### src/rtl/privwin_pkg.sv
package privwin_pkg;
   localparam int WIN_BITS = 12;
   localparam int CPU_W    = 2;
   localparam int MAX_CPU  = 4;

   typedef enum logic [2:0] {
      RG_SCU_CTRL,
      RG_SCU_CFG,
      RG_SCU_ZERO,
      RG_IC,
      RG_TMR,
      RG_BAD
   } region_e;

   typedef struct packed {
      region_e           region;
      logic [CPU_W-1:0]  cpu;
      logic              unit;
      logic [7:0]        low;
   } dec_t;
endpackage

### src/rtl/pw_addr_decode.sv
module pw_addr_decode
   import privwin_pkg::*;
#(
   parameter int NCPU = 4
) (
   input  logic [WIN_BITS-1:0] off,
   input  logic                is_write,
   input  logic [CPU_W-1:0]    req_cpu,
   output dec_t                dec,
   output logic                present
);
   logic [3:0] page;
   logic [3:0] ic_sel;
   logic [3:0] tm_sel;

   assign page   = off[11:8];
   assign ic_sel = page - 4'd2;
   assign tm_sel = page - 4'd7;

   always_comb begin
      dec.region = RG_BAD;
      dec.cpu    = req_cpu;
      dec.unit   = off[5];
      dec.low    = off[7:0];
      if (off < 12'h100) begin
         unique case (off[7:0])
            8'h00:   dec.region = RG_SCU_CTRL;
            8'h04:   dec.region = is_write ? RG_BAD : RG_SCU_CFG;
            8'h08:   dec.region = is_write ? RG_BAD : RG_SCU_ZERO;
            8'h0C:   dec.region = RG_SCU_ZERO;
            default: dec.region = RG_BAD;
         endcase
      end else if (off < 12'h200) begin
         dec.region = RG_IC;
      end else if (off < 12'h600) begin
         dec.region = RG_IC;
         dec.cpu    = ic_sel[CPU_W-1:0];
      end else if (off < 12'h700) begin
         dec.region = RG_TMR;
      end else if (off < 12'hB00) begin
         dec.region = RG_TMR;
         dec.cpu    = tm_sel[CPU_W-1:0];
      end
   end

   assign present = (int'(dec.cpu) < NCPU);
endmodule

### src/rtl/pw_scu_regs.sv
module pw_scu_regs
   import privwin_pkg::*;
#(
   parameter int NCPU = 4
) (
   input  logic        clk,
   input  logic        rst_n,
   input  logic        wr_en,
   input  logic        wr_bit,
   output logic        enable_q,
   output logic [31:0] cfg_word
);
   localparam logic [31:0] CPU_MASK = (32'd1 << NCPU) - 32'd1;
   localparam logic [31:0] CFG_VAL  = (CPU_MASK << 4) | 32'(NCPU - 1);

   assign cfg_word = CFG_VAL;

   always_ff @(posedge clk) begin
      if (!rst_n)     enable_q <= 1'b0;
      else if (wr_en) enable_q <= wr_bit;
   end

   // the enable bit moves only when it is written
   a_r2_enable_hold: assert property (@(posedge clk) disable iff (!rst_n)
      !wr_en |=> $stable(enable_q));
endmodule

### src/rtl/pw_irq_steer.sv
module pw_irq_steer
   import privwin_pkg::*;
#(
   parameter int NCPU    = 4,
   parameter int ID_BASE = 29
) (
   input  logic                 clk,
   input  logic                 rst_n,
   input  logic [2*NCPU-1:0]    tmr_irq,
   output logic [32*NCPU-1:0]   ppi_pulse
);
   localparam int LANES = 2 * NCPU;

   logic [LANES-1:0] prev_q;
   logic [LANES-1:0] fire_q;

   always_ff @(posedge clk) begin
      if (!rst_n) begin
         prev_q <= '0;
         fire_q <= '0;
      end else begin
         prev_q <= tmr_irq;
         fire_q <= tmr_irq & ~prev_q;
      end
   end

   for (genvar c = 0; c < NCPU; c++) begin : g_cpu
      assign ppi_pulse[c*32 +: 32] = 32'(fire_q[c*2 +: 2]) << ID_BASE;
      for (genvar k = 0; k < 2; k++) begin : g_unit
         // each edge gives a single-cycle pulse
         a_r12_single_pulse: assert property (@(posedge clk) disable iff (!rst_n)
            ppi_pulse[c*32+ID_BASE+k] |=> !ppi_pulse[c*32+ID_BASE+k]);
      end
   end
endmodule

### src/rtl/privwin_decode.sv
module privwin_decode
   import privwin_pkg::*;
#(
   parameter int NCPU    = 4,
   parameter int ADDR_W  = 16,
   parameter int ID_BASE = 29
) (
   input  logic                 clk,
   input  logic                 rst_n,
   input  logic                 req_valid,
   input  logic                 req_write,
   input  logic [ADDR_W-1:0]    req_addr,
   input  logic [31:0]          req_wdata,
   input  logic [1:0]           req_cpu,
   output logic                 rsp_valid,
   output logic [31:0]          rsp_rdata,
   output logic                 rsp_err,
   output logic                 ic_valid,
   output logic                 ic_write,
   output logic [1:0]           ic_cpu,
   output logic [7:0]           ic_offset,
   output logic [31:0]          ic_wdata,
   input  logic [31:0]          ic_rdata,
   output logic                 tm_valid,
   output logic                 tm_write,
   output logic [2:0]           tm_index,
   output logic [3:0]           tm_offset,
   output logic [31:0]          tm_wdata,
   input  logic [31:0]          tm_rdata,
   input  logic [2*NCPU-1:0]    tmr_irq,
   output logic [32*NCPU-1:0]   ppi_pulse
);
   localparam int NTMR = 2 * NCPU;

   initial begin
      if (NCPU < 1 || NCPU > MAX_CPU) $error("NCPU out of range 1..4");
      if (ADDR_W < WIN_BITS)          $error("ADDR_W below window size");
      if (ID_BASE < 0 || ID_BASE > 30) $error("ID_BASE must leave room for two IDs");
   end

   dec_t        dec;
   logic        present;
   logic        enable_q;
   logic [31:0] cfg_word;
   logic        scu_wr;
   logic [31:0] rdata_d;
   logic        err_d;

   pw_addr_decode #(.NCPU(NCPU)) u_dec (
      .off      (req_addr[WIN_BITS-1:0]),
      .is_write (req_write),
      .req_cpu  (req_cpu),
      .dec      (dec),
      .present  (present)
   );

   assign scu_wr = req_valid && req_write && (dec.region == RG_SCU_CTRL);

   pw_scu_regs #(.NCPU(NCPU)) u_scu (
      .clk      (clk),
      .rst_n    (rst_n),
      .wr_en    (scu_wr),
      .wr_bit   (req_wdata[0]),
      .enable_q (enable_q),
      .cfg_word (cfg_word)
   );

   pw_irq_steer #(.NCPU(NCPU), .ID_BASE(ID_BASE)) u_irq (
      .clk       (clk),
      .rst_n     (rst_n),
      .tmr_irq   (tmr_irq),
      .ppi_pulse (ppi_pulse)
   );

   assign ic_valid  = req_valid && (dec.region == RG_IC) && present;
   assign ic_write  = req_write;
   assign ic_cpu    = dec.cpu;
   assign ic_offset = dec.low;
   assign ic_wdata  = req_wdata;

   assign tm_valid  = req_valid && (dec.region == RG_TMR) && present;
   assign tm_write  = req_write;
   assign tm_index  = {dec.cpu, dec.unit};
   assign tm_offset = dec.low[3:0];
   assign tm_wdata  = req_wdata;

   always_comb begin
      rdata_d = '0;
      if (!req_write) begin
         unique case (dec.region)
            RG_SCU_CTRL: rdata_d = {31'b0, enable_q};
            RG_SCU_CFG:  rdata_d = cfg_word;
            RG_IC:       rdata_d = present ? ic_rdata : '0;
            RG_TMR:      rdata_d = present ? tm_rdata : '0;
            default:     rdata_d = '0;
         endcase
      end
   end

   assign err_d = req_valid && (dec.region == RG_BAD);

   always_ff @(posedge clk) begin
      if (!rst_n) begin
         rsp_valid <= 1'b0;
         rsp_rdata <= '0;
         rsp_err   <= 1'b0;
      end else begin
         rsp_valid <= req_valid;
         rsp_rdata <= req_valid ? rdata_d : '0;
         rsp_err   <= err_d;
      end
   end

   // one response per request, in the next cycle
   a_r11_rsp_follows: assert property (@(posedge clk) disable iff (!rst_n)
      req_valid |=> rsp_valid);
   a_r11_no_spurious: assert property (@(posedge clk) disable iff (!rst_n)
      !req_valid |=> !rsp_valid);
   // an error carries zero data
   a_r10_err_zero: assert property (@(posedge clk) disable iff (!rst_n)
      rsp_err |-> (rsp_valid && rsp_rdata == 32'd0));
   // targets are strobed exclusively
   a_r5_one_target: assert property (@(posedge clk) disable iff (!rst_n)
      $onehot0({ic_valid, tm_valid, scu_wr}));
   // timer strobes address only instantiated timers
   a_r8_tidx_range: assert property (@(posedge clk) disable iff (!rst_n)
      tm_valid |-> (int'(tm_index) < NTMR));
endmodule

### config.mk
export PLATFORM = sky130hd
export DESIGN_NAME = privwin_decode
export DESIGN_NICKNAME = d
export VERILOG_FILES = /design/src/rtl/privwin_pkg.sv /design/src/rtl/pw_addr_decode.sv /design/src/rtl/pw_scu_regs.sv /design/src/rtl/pw_irq_steer.sv /design/src/rtl/privwin_decode.sv
export SDC_FILE = /design/constraint.sdc
export NUM_CORES = 1
export LEC_CHECK = 0
export BUFFER_PORTS_ARGS = -buffer_cell sky130_fd_sc_hd__buf_4
export CORE_AREA = 2 2 146 148
export CTS_CLUSTER_SIZE = 40
export DETAILED_ROUTE_END_ITERATION = 10
export DIE_AREA = 0 0 148 150
export HOLD_SLACK_MARGIN = 0.15
export PLACE_DENSITY = 0.55
export SLEW_MARGIN = 10
export SYNTH_ARGS = -nofsm -noshare
export SYNTH_HDL_FRONTEND = slang
export SYNTH_HIERARCHICAL = 1
export SYNTH_SLANG_ARGS = --single-unit
### constraint.sdc
create_clock -name clk -period 3.2 [get_ports clk]
set_input_delay 0.64 -clock clk [delete_from_list [all_inputs] [get_ports clk]]
set_output_delay 0.64 -clock clk [all_outputs]
set_load 0.005 [all_outputs]
# Word-level counts from Yosys, hierarchy flattened

Index checks and enable logic that the tools add are counted.

Bits in registers: 51
Bits of input ports: 126
Output and inout port bits: 247
Word-level logic and storage cells: 44

Add/sub/neg operators: 2
Order comparisons: 5
Equal/unequal tests: 7
Mux-type cells: 12
Bitwise logic cells: 4
Reductions and logical operators: 8

Operators by type and width:

| cell                   | count |
|---|---|
| $pmux W32 S4           | 1 |
| $lt A12 B11 Y1 const B | 2 |
| $mux W3                | 6 |
| $eq A8 B4 Y1 const B   | 2 |
| $lt A12 B10 Y1 const B | 1 |
| $lt A12 B12 Y1 const B | 1 |
| $lt A12 B9 Y1 const B  | 1 |
| $pmux W3 S4            | 1 |
| $and A8 B8 Y8          | 1 |
| $eq A8 B3 Y1 const B   | 1 |
| $logic_not A8 Y1       | 1 |
| $not A8 Y8             | 1 |
| $eq A3 B3 Y1 const B   | 2 |
| $mux W2                | 3 |
| $logic_and A1 B1 Y1    | 5 |
| $mux W5                | 1 |
| $sub A2 B2 Y2 const B  | 2 |
| $eq A3 B1 Y1 const B   | 1 |
| $eq A3 B2 Y1 const B   | 1 |
| $logic_not A3 Y1       | 1 |
| $reduce_or A3 Y1       | 1 |
| $not A1 Y1             | 2 |

# Logic depth before layout (Yosys ltp)

Gate-level depths: netlist of the first run.

Word-level depth: 8
Depth in mapped cells: 11
Gate-level depth less buffers: 9

# Cells and area by module

Netlist of the first run, hierarchy kept.

By module, submodules not included:

| module         | instances | cells an instance | area an instance (um^2) | sequential area each (um^2) |
|---|---|---|---|---|
| privwin_decode | 1         | 239               | 2050.7                  | 680.7 |
| pw_irq_steer   | 1         | 154               | 1371.3                  | 320.3 |
| pw_addr_decode | 1         | 44                | 311.5                   | 0.0 |
| pw_scu_regs    | 1         | 37                | 284.0                   | 20.0 |

# Least setup slack after synthesis of the first run

OpenSTA, ideal clock, no wires.

Kind: input to output
Start: input req_addr[5]
End: output tm_valid
Data arrival time: 2354 ps
Required time: 2560 ps
Path slack: 206 ps
Stages on the path: 9
Buffers on the path: 3
Cells stage by stage: or4_4 > nor3_4 > nor3b_1 > a211oi_1 > buf_4 > and3b_1 > buf_2 > buf_2 > nor2b_1

RTL lines:

| element     | RTL line             | RTL |
|---|---|---|
| from (decl) | privwin_decode.sv:12 | `input logic [ADDR_W-1:0] req_addr,` |
| to (decl)   | privwin_decode.sv:24 | `output logic tm_valid,` |

==> results of run 1 <==
state kept, by name, indices dropped and copies added (netlist names):
| signal | cells |
|---|---|
| rsp_err | 1 |
| u_scu/enable_q | 1 |
| rsp_rdata | 32 |
| u_irq/prev_q | 8 |
| u_irq/fire_q | 8 |
| rsp_valid | 1 |
logic make-up (layout without fill, tap and decap cells):
logic type | after synthesis | after routing
other | 4 | 153
AO/OA/AOI/OAI | 79 | 79
flip-flops | 51 | 51
AND/OR/NAND/NOR | 76 | 76
XOR/XNOR | 1 | 1
adder cells (fa/ha/maj) | 2 | 2
buffers and inverters | 258 | 179
multiplexers | 3 | 3
per-layer routing:
layer / routed length [um] / vias up / part of all wire / GRT usage
met1: 3670 / 1209 / 0.35 / 0.0900
met3: 1660 / 11 / 0.16 / 0.0448
li1: - / 1330 / - / -
met2: 5050 / 249 / 0.48 / 0.144
met4: 155 / 0 / 0.015 / 0.0276
met5: 0 / - / 0 / 0
cell type report:
cell class	instances	area, um^2
inverter	4	15.0
tap	275	344
clock buffer	5	125
multi-input combinational	314	1650
timing repair buffer	167	1280
fill	2327	16200
sequential	51	1020
clock inverter	3	43.8
cells in the mapped netlist, drive strengths merged (2+ instances only):
cell and count:
buf 254, o211ai 2, o21ai 3, inv 4, mux2i 3, conb 4
a22oi 31, nand2b 2, and2 10, nor2b 5, a21boi 2, nor3b 2
and4b 2, nor2 6, ha 2, a211oi 2, o22ai 31, a21oi 4
and3b 9, nand2 34, dfxtp 51
through the flow:
| stage | instances | setup WS (ns) |
|---|---|---|
| 4_1_cts | 818 | 0.00853 |
| 3_5_place_dp | 810 | 0.00794 |
| 3_3_place_gp | 810 | 0.0512 |
| 5_1_grt | 819 | 0.0122 |
| 6_report | 819 | 0.0924 |
| 2_1_floorplan | 623 | 0.206 |
what timing repair did:
| action | in CTS | in global routing |
|---|---|---|
| resized for setup | 0 | 2 |
| setup buffers | 0 | 1 |
| endpoints found under the hold margin | 0 | 0 |
| setup endpoints to repair | 0 | 2 |
worst register-to-register path, delay by kind of cell (launching register included):
family	cells	cell delay, ns
DFF	1	0.33
and+or+nand+nor	1	0.30
AOI/OAI and AO/OA	1	0.14
muxes	1	0.06
worst paths after layout:
kind                        start              end  slack, ns  cells after the start
hold / removal    u_irq/prev_q[6]  u_irq/fire_q[6]       0.50                      1
setup reg to reg   u_scu/enable_q     rsp_rdata[0]       2.29                      3
setup / recovery      req_addr[5]         ic_valid       0.09                      9
hold reg to reg   u_irq/prev_q[6]  u_irq/fire_q[6]       0.50                      1
report_power, final:
part           switching, mW  internal, mW  total (mW)
combinational          0.148         0.156       0.304
sequential           0.00334         0.649       0.653
clock                  0.248         0.369       0.618
==> summary.txt, run 1 <==
Run status
  – Status: completed

Worst setup path
  – Slowest cell on crit path: or4_4
  – Setup CP Type: input port to primary output
  – Crit. End Element: primary output
  – CP Launch Type: input port
  – Req. time, crit path: 2.56 ns
  – Crit-path most repeated cell: buf_4
  – Critical path, cell by cell: buf_4, or4_4, nor3_4, buf_6, a21boi_1, o21ai_1, and4b_1, and2_1, buf_4
  – Max stage delay on crit path: 0.54 ns
  – Delay-heaviest family, CP: simple AND/OR/NAND/NOR gates
  – CP max FO: 3
  – Bufs and invs on worst path: 3
  – Worst endpoint data arrival time: 2.47 ns

STA
  – Post-layout min period: 3.11 ns
  – Final worst-path cycle share: 0.971
  – RSZ-0062 raised after global routing: false
  – Worst-case clock skew: 0.00859 ns
  – Max frequency: 322 MHz
  – Final TNS setup: 0 ns
  – Final hold slack: 0.502 ns
  – Slew Limit Fails: 0
  – Final setup fails: 0
  – Hold Fails Final Rpt: 0

Yosys
  – Synth area leaders: buf_4, dfxtp_1, a22oi_1
  – Unique masters post-synth: 39
  – Cell type with the highest aggregate area in the netlist: buf_4
  – Post-synthesis mux area share: 0.00747
  – Synth Area in Adders: 0.00623
  – Post-Synth XOR/XNOR Area: 0.00218
  – Avg Inst Size Synth: 8.48 um^2
  – Ys flop type: dfxtp_1
  – Main combinational cell family by area after synthesis: buffers and inverters
  – Mapped Area: 4020 um^2
  – Synth async-reset ratio: 0
  – Post-synthesis compound-gate area fraction: 0.139
  – Syn Inst Count: between 400 and 500
  – Post-synthesis simple-gate area fraction: 0.111
  – Yosys warns: 6
  – Sequential area share after synthesis: 0.254
  – Post-synth EDFFs: 0
  – Synth Register Bits: 51
  – Post-synth top area share: 0.445

Clock network
  – Hold_buf cts: 0
  – CTS tree: yes
  – Root Driver: clkbuf_16
  – CTS buffer count: 5
  – Longest Clk Path Bufs: 2
  – H-tree Lvls: 2
  – TritonCTS sink count: 51
  – Worst-path clk slew: 0.07 ns
  – Clock Latency Late Sink: 0.29 ns

Finish
  – Layout cells sized above 1: 0.357
  – Design Area, Final: 4480 um^2
  – Nets@finish: 671
  – Most common cell after layout, fill and taps aside: buf_4
  – Synth-to-layout area growth: 11.6%
  – Util after Layout: 0.217
  – Most frequent cells in the layout: buf_4, conb_1, dfxtp_1
  – Antenna diodes: 0

GRT
  – Gr usage total: 0.0845
  – Initial antenna violation count: 0
  – Vias in the first global route: 2371
  – Largest net degree at the start of global routing: 32
  – GRT Residual Overflow: 0
  – First-pass GRT wire length: 14000 um

Power
  – PD cells: between 300 and 400 nW/um^2
  – Maximum vdd drop: 0.218 mV
  – Power Total: 1.57 mW
  – Lkg Pwr: 2.14 nW

Floorplan
  – Initial Utilization: 0.194
  – Die area: 22200 um^2
  – Core ar.: 20700 um^2
  – Site row count: 53
  – Die width: 148 um
  – Die height: 150 um
  – I/O Pins: 373

Place
  – Final HPWL DP: 8680 um
  – Placed cell area: 4300 um^2
  – Gpl congestion: 0.715
  – IO buf count: 155

Route
  – Vias/cell: 3.42
  – TritonRoute pass-1 iters: 4
  – WL final: 10500 um
  – Vias: 2799
  – ANT nets after route: 0
  – Avg WL per Cell: ~13 um
  – DRT iter0 DRCs: 101
  – Post-route DRC: 0

Run
  – Max cap viols: 0

Min path
  – Hold Path Class: register to register
Power figures use the tool's default switching activity.
==> inputs of run 2 (changes only) <==
--- a/config.mk
+++ b/config.mk
@@ -6,12 +6,14 @@
 export NUM_CORES = 1
 export LEC_CHECK = 0
 export BUFFER_PORTS_ARGS = -buffer_cell sky130_fd_sc_hd__buf_4
+export CELL_PAD_IN_SITES_DETAIL_PLACEMENT = 1
+export CELL_PAD_IN_SITES_GLOBAL_PLACEMENT = 1
 export CORE_AREA = 2 2 146 148
 export CTS_CLUSTER_SIZE = 40
 export DETAILED_ROUTE_END_ITERATION = 10
 export DIE_AREA = 0 0 148 150
 export HOLD_SLACK_MARGIN = 0.15
-export PLACE_DENSITY = 0.55
+export PLACE_DENSITY = 0.74
 export SLEW_MARGIN = 10
 export SYNTH_ARGS = -nofsm -noshare
 export SYNTH_HDL_FRONTEND = slang
==> run 2 against run 1 <==
Net effect: sequential share of layout area rose by 0.22 points; cell count did not move; non-clock buffer count fell by 1; clock-buffer cell count did not move; via count rose by 2.8%; maximum frequency rose by 1.8%; combinational power rose by 2%; largest power group unchanged; highest routed layer unchanged.
==> summary.txt, run 2 (synthesis results as in run 1) <==
Run status
  – Status: completed (unchanged)

Finish
  – Fin cells: 819 (unchanged)
  – Nets@finish: 670 (was 671)
  – Biggest regs: rsp_rdata: 32 flops, u_irq/fire_q: 8 flops, u_irq/prev_q: 8 flops (unchanged)
  – Util after Layout: 0.215 (was 0.217)
  – Most common cell after layout, fill and taps aside: buf_4 (unchanged)
  – Synth-to-layout area growth: 10.5% (was 11.6%)
  – Layout cells sized above 1: 0.355 (was 0.357)
  – Largest register by flop count: rsp_rdata (unchanged)
  – Number of fill cells: 2550 (was 2327)
  – Most frequent cells in the layout: buf_4, conb_1, dfxtp_1 (unchanged)
  – Largest register FFs: 32 (unchanged)

STA
  – Final TNS setup: 0 ns (unchanged)
  – Worst-case clock skew: 0.00110 ns (was 0.00859 ns)
  – Final worst-path cycle share: 0.954 (was 0.971)
  – Post-layout min period: 3.05 ns (was 3.11 ns)
  – Slew headroom: 0.583
  – Max frequency: 327 MHz (was 322 MHz)
  – Slew Limit Fails: 0 (unchanged)
  – Final setup fails: 0 (unchanged)
  – Hold Fails Final Rpt: 0 (unchanged)
  – Worst Max-Slew Pin Slew: 0.622 ns
  – Setup ws final: 0.146 ns (was 0.0924 ns)

Power
  – Clk pwr share: 0.359 (was 0.392)
  – Combinational power share: 0.206 (was 0.193)
  – Seq pwr share: 0.435 (was 0.415)
  – Sw frac: 0.268 (was 0.254)
  – PD cells: 338 nW/um^2 (was 351 nW/um^2)
  – Net Switching: 402 uW (was 400 uW)
  – Power Total: 1.50 mW (was 1.57 mW)
  – P_int: 1.10 mW (was 1.17 mW)
  – Lkg Pwr: 2.12 nW (was 2.14 nW)
  – Maximum vdd drop: 0.192 mV (was 0.218 mV)

Route
  – Met3 WL: 1760 um (was 1660 um)
  – DR top layer: met4 (unchanged)
  – Avg WL per Cell: 14.1 um (was 12.9 um)
  – DRT iter0 DRCs: 79 (was 101)
  – WL final: 11600 um (was 10500 um)
  – Vias/cell: 3.51 (was 3.42)
  – Vias: 2876 (was 2799)
  – Met1 wire length: 3980 um (was 3670 um)
  – Post-route DRC: 0 (unchanged)
  – WL met2: 5660 um (was 5050 um)
  – TritonRoute pass-1 iters: 4 (unchanged)
  – ANT nets after route: 0 (unchanged)

GRT
  – First-pass GRT wire length: 15600 um (was 14000 um)
  – Initial antenna violation count: 1 (was 0)
  – Largest net degree at the start of global routing: 32 (unchanged)
  – GRT Residual Overflow: 0 (unchanged)
  – Gr usage total: 0.0925 (was 0.0845)
  – Vias in the first global route: 2610 (was 2371)

Clock network
  – Clock Latency Late Sink: 0.29 ns (about the same)
  – CTS buffer count: 5 (unchanged)
  – TritonCTS sink count: 51 (unchanged)
  – CTS tree: yes (unchanged)
  – Hold_buf cts: 0 (unchanged)
  – Worst-path clk slew: 0.07 ns (about the same)
  – Postcts setup bufs: 0 (unchanged)
  – Post-cts sizing count: 0 (unchanged)
  – Root Driver: clkbuf_16 (unchanged)
  – H-tree Lvls: 2 (unchanged)
  – Longest Clk Path Bufs: 2 (unchanged)

Worst setup path
  – Reg2reg setup slack: 2.24 ns (was 2.29 ns)
  – Setup CP Type: input port to primary output (unchanged)
  – CP startpoint: req_addr[5] (unchanged)
  – Crit. End Element: primary output (unchanged)
  – Req. time, crit path: 2.56 ns (about the same)
  – Worst r2r src: u_scu/enable_q (unchanged)
  – Worst endpoint data arrival time: 2.41 ns (was 2.47 ns)
  – CP Launch Type: input port (unchanged)
  – CP max FO: 5 (was 3)

Floorplan
  – Site row count: 53 (unchanged)
  – Die width: 148 um (unchanged)
  – I/O Pins: 373 (unchanged)
  – Core ar.: 20700 um^2 (unchanged)
  – Die area: 22200 um^2 (unchanged)
  – Initial Utilization: 0.194 (unchanged)
  – Die height: 150 um (unchanged)

Min path
  – HP Start: u_irq/prev_q[4] (was u_irq/prev_q[6])
  – Hold Path Class: register to register (unchanged)

Place
  – Dpl cells: 810 (unchanged)
  – Gpl congestion: 0.760 (was 0.715)
  – IO buf count: 155 (unchanged)
  – Final HPWL DP: 9580 um (was 8680 um)
  – Placement Setup Slack: 0.0970 ns (was 0.00794 ns)

Run
  – Max cap viols: 0 (unchanged)
[run 2: per-layer routing]
| layer | vias to the layer above | GRT usage |
|---|---|---|
| li1 | 1328 | - |
| met1 | 1291 | 0.0949 |
| met2 | 247 | 0.165 |
| met3 | 10 | 0.0479 |
| met4 | 0 | 0.0271 |
| met5 | - | 0 |
[run 2: area by class of cell]
type / instances / area, um^2 / share of cell area
Multi-Input combinational cell: 314 / 1650 / 0.372
Timing Repair Buffer: 166 / 1260 / 0.284
Sequential cell: 51 / 1020 / 0.230
Tap cell: 275 / 344 / 0.0775
Clock buffer: 5 / 125 / 0.0282
Clock inverter: 3 / 22.5 / 0.00507
Inverter: 4 / 15.0 / 0.00338
Antenna cell: 1 / 2.50 / 0.000564
[run 2: path summary, 6_finish.rpt]
kind | cells past startpoint | to
max | 8 | ic_valid
min | 1 | u_irq/fire_q[4]
max reg2reg | 3 | rsp_rdata[0]
min reg2reg | 1 | u_irq/fire_q[4]
[run 2: worst max-delay path: stages]
cell	delay, ns
buf_4	0.12
or4_4	0.54
nor3_4	0.20
a21boi_1	0.20
o21ai_1	0.14
and4b_1	0.31
and2_1	0.13
buf_4	0.12
[run 2: power groups by stage]
stage,sequential [mW],clock (mW),combinational [mW]
floorplan,0.668,0,0.356
global placement,0.667,0,0.303
detailed placement,0.668,0,0.307
CTS,0.653,0.564,0.308
global route,0.654,0.586,0.343
finish,0.653,0.538,0.309
[run 2: metrics by stage]
stage | area [um^2] | hold slack, ns
floorplan | 4580 | 0.482
global placement | 4280 | 0.487
detailed placement | 4280 | 0.496
CTS | 4430 | 0.509
global route | 4440 | 0.534
finish | 4440 | 0.512
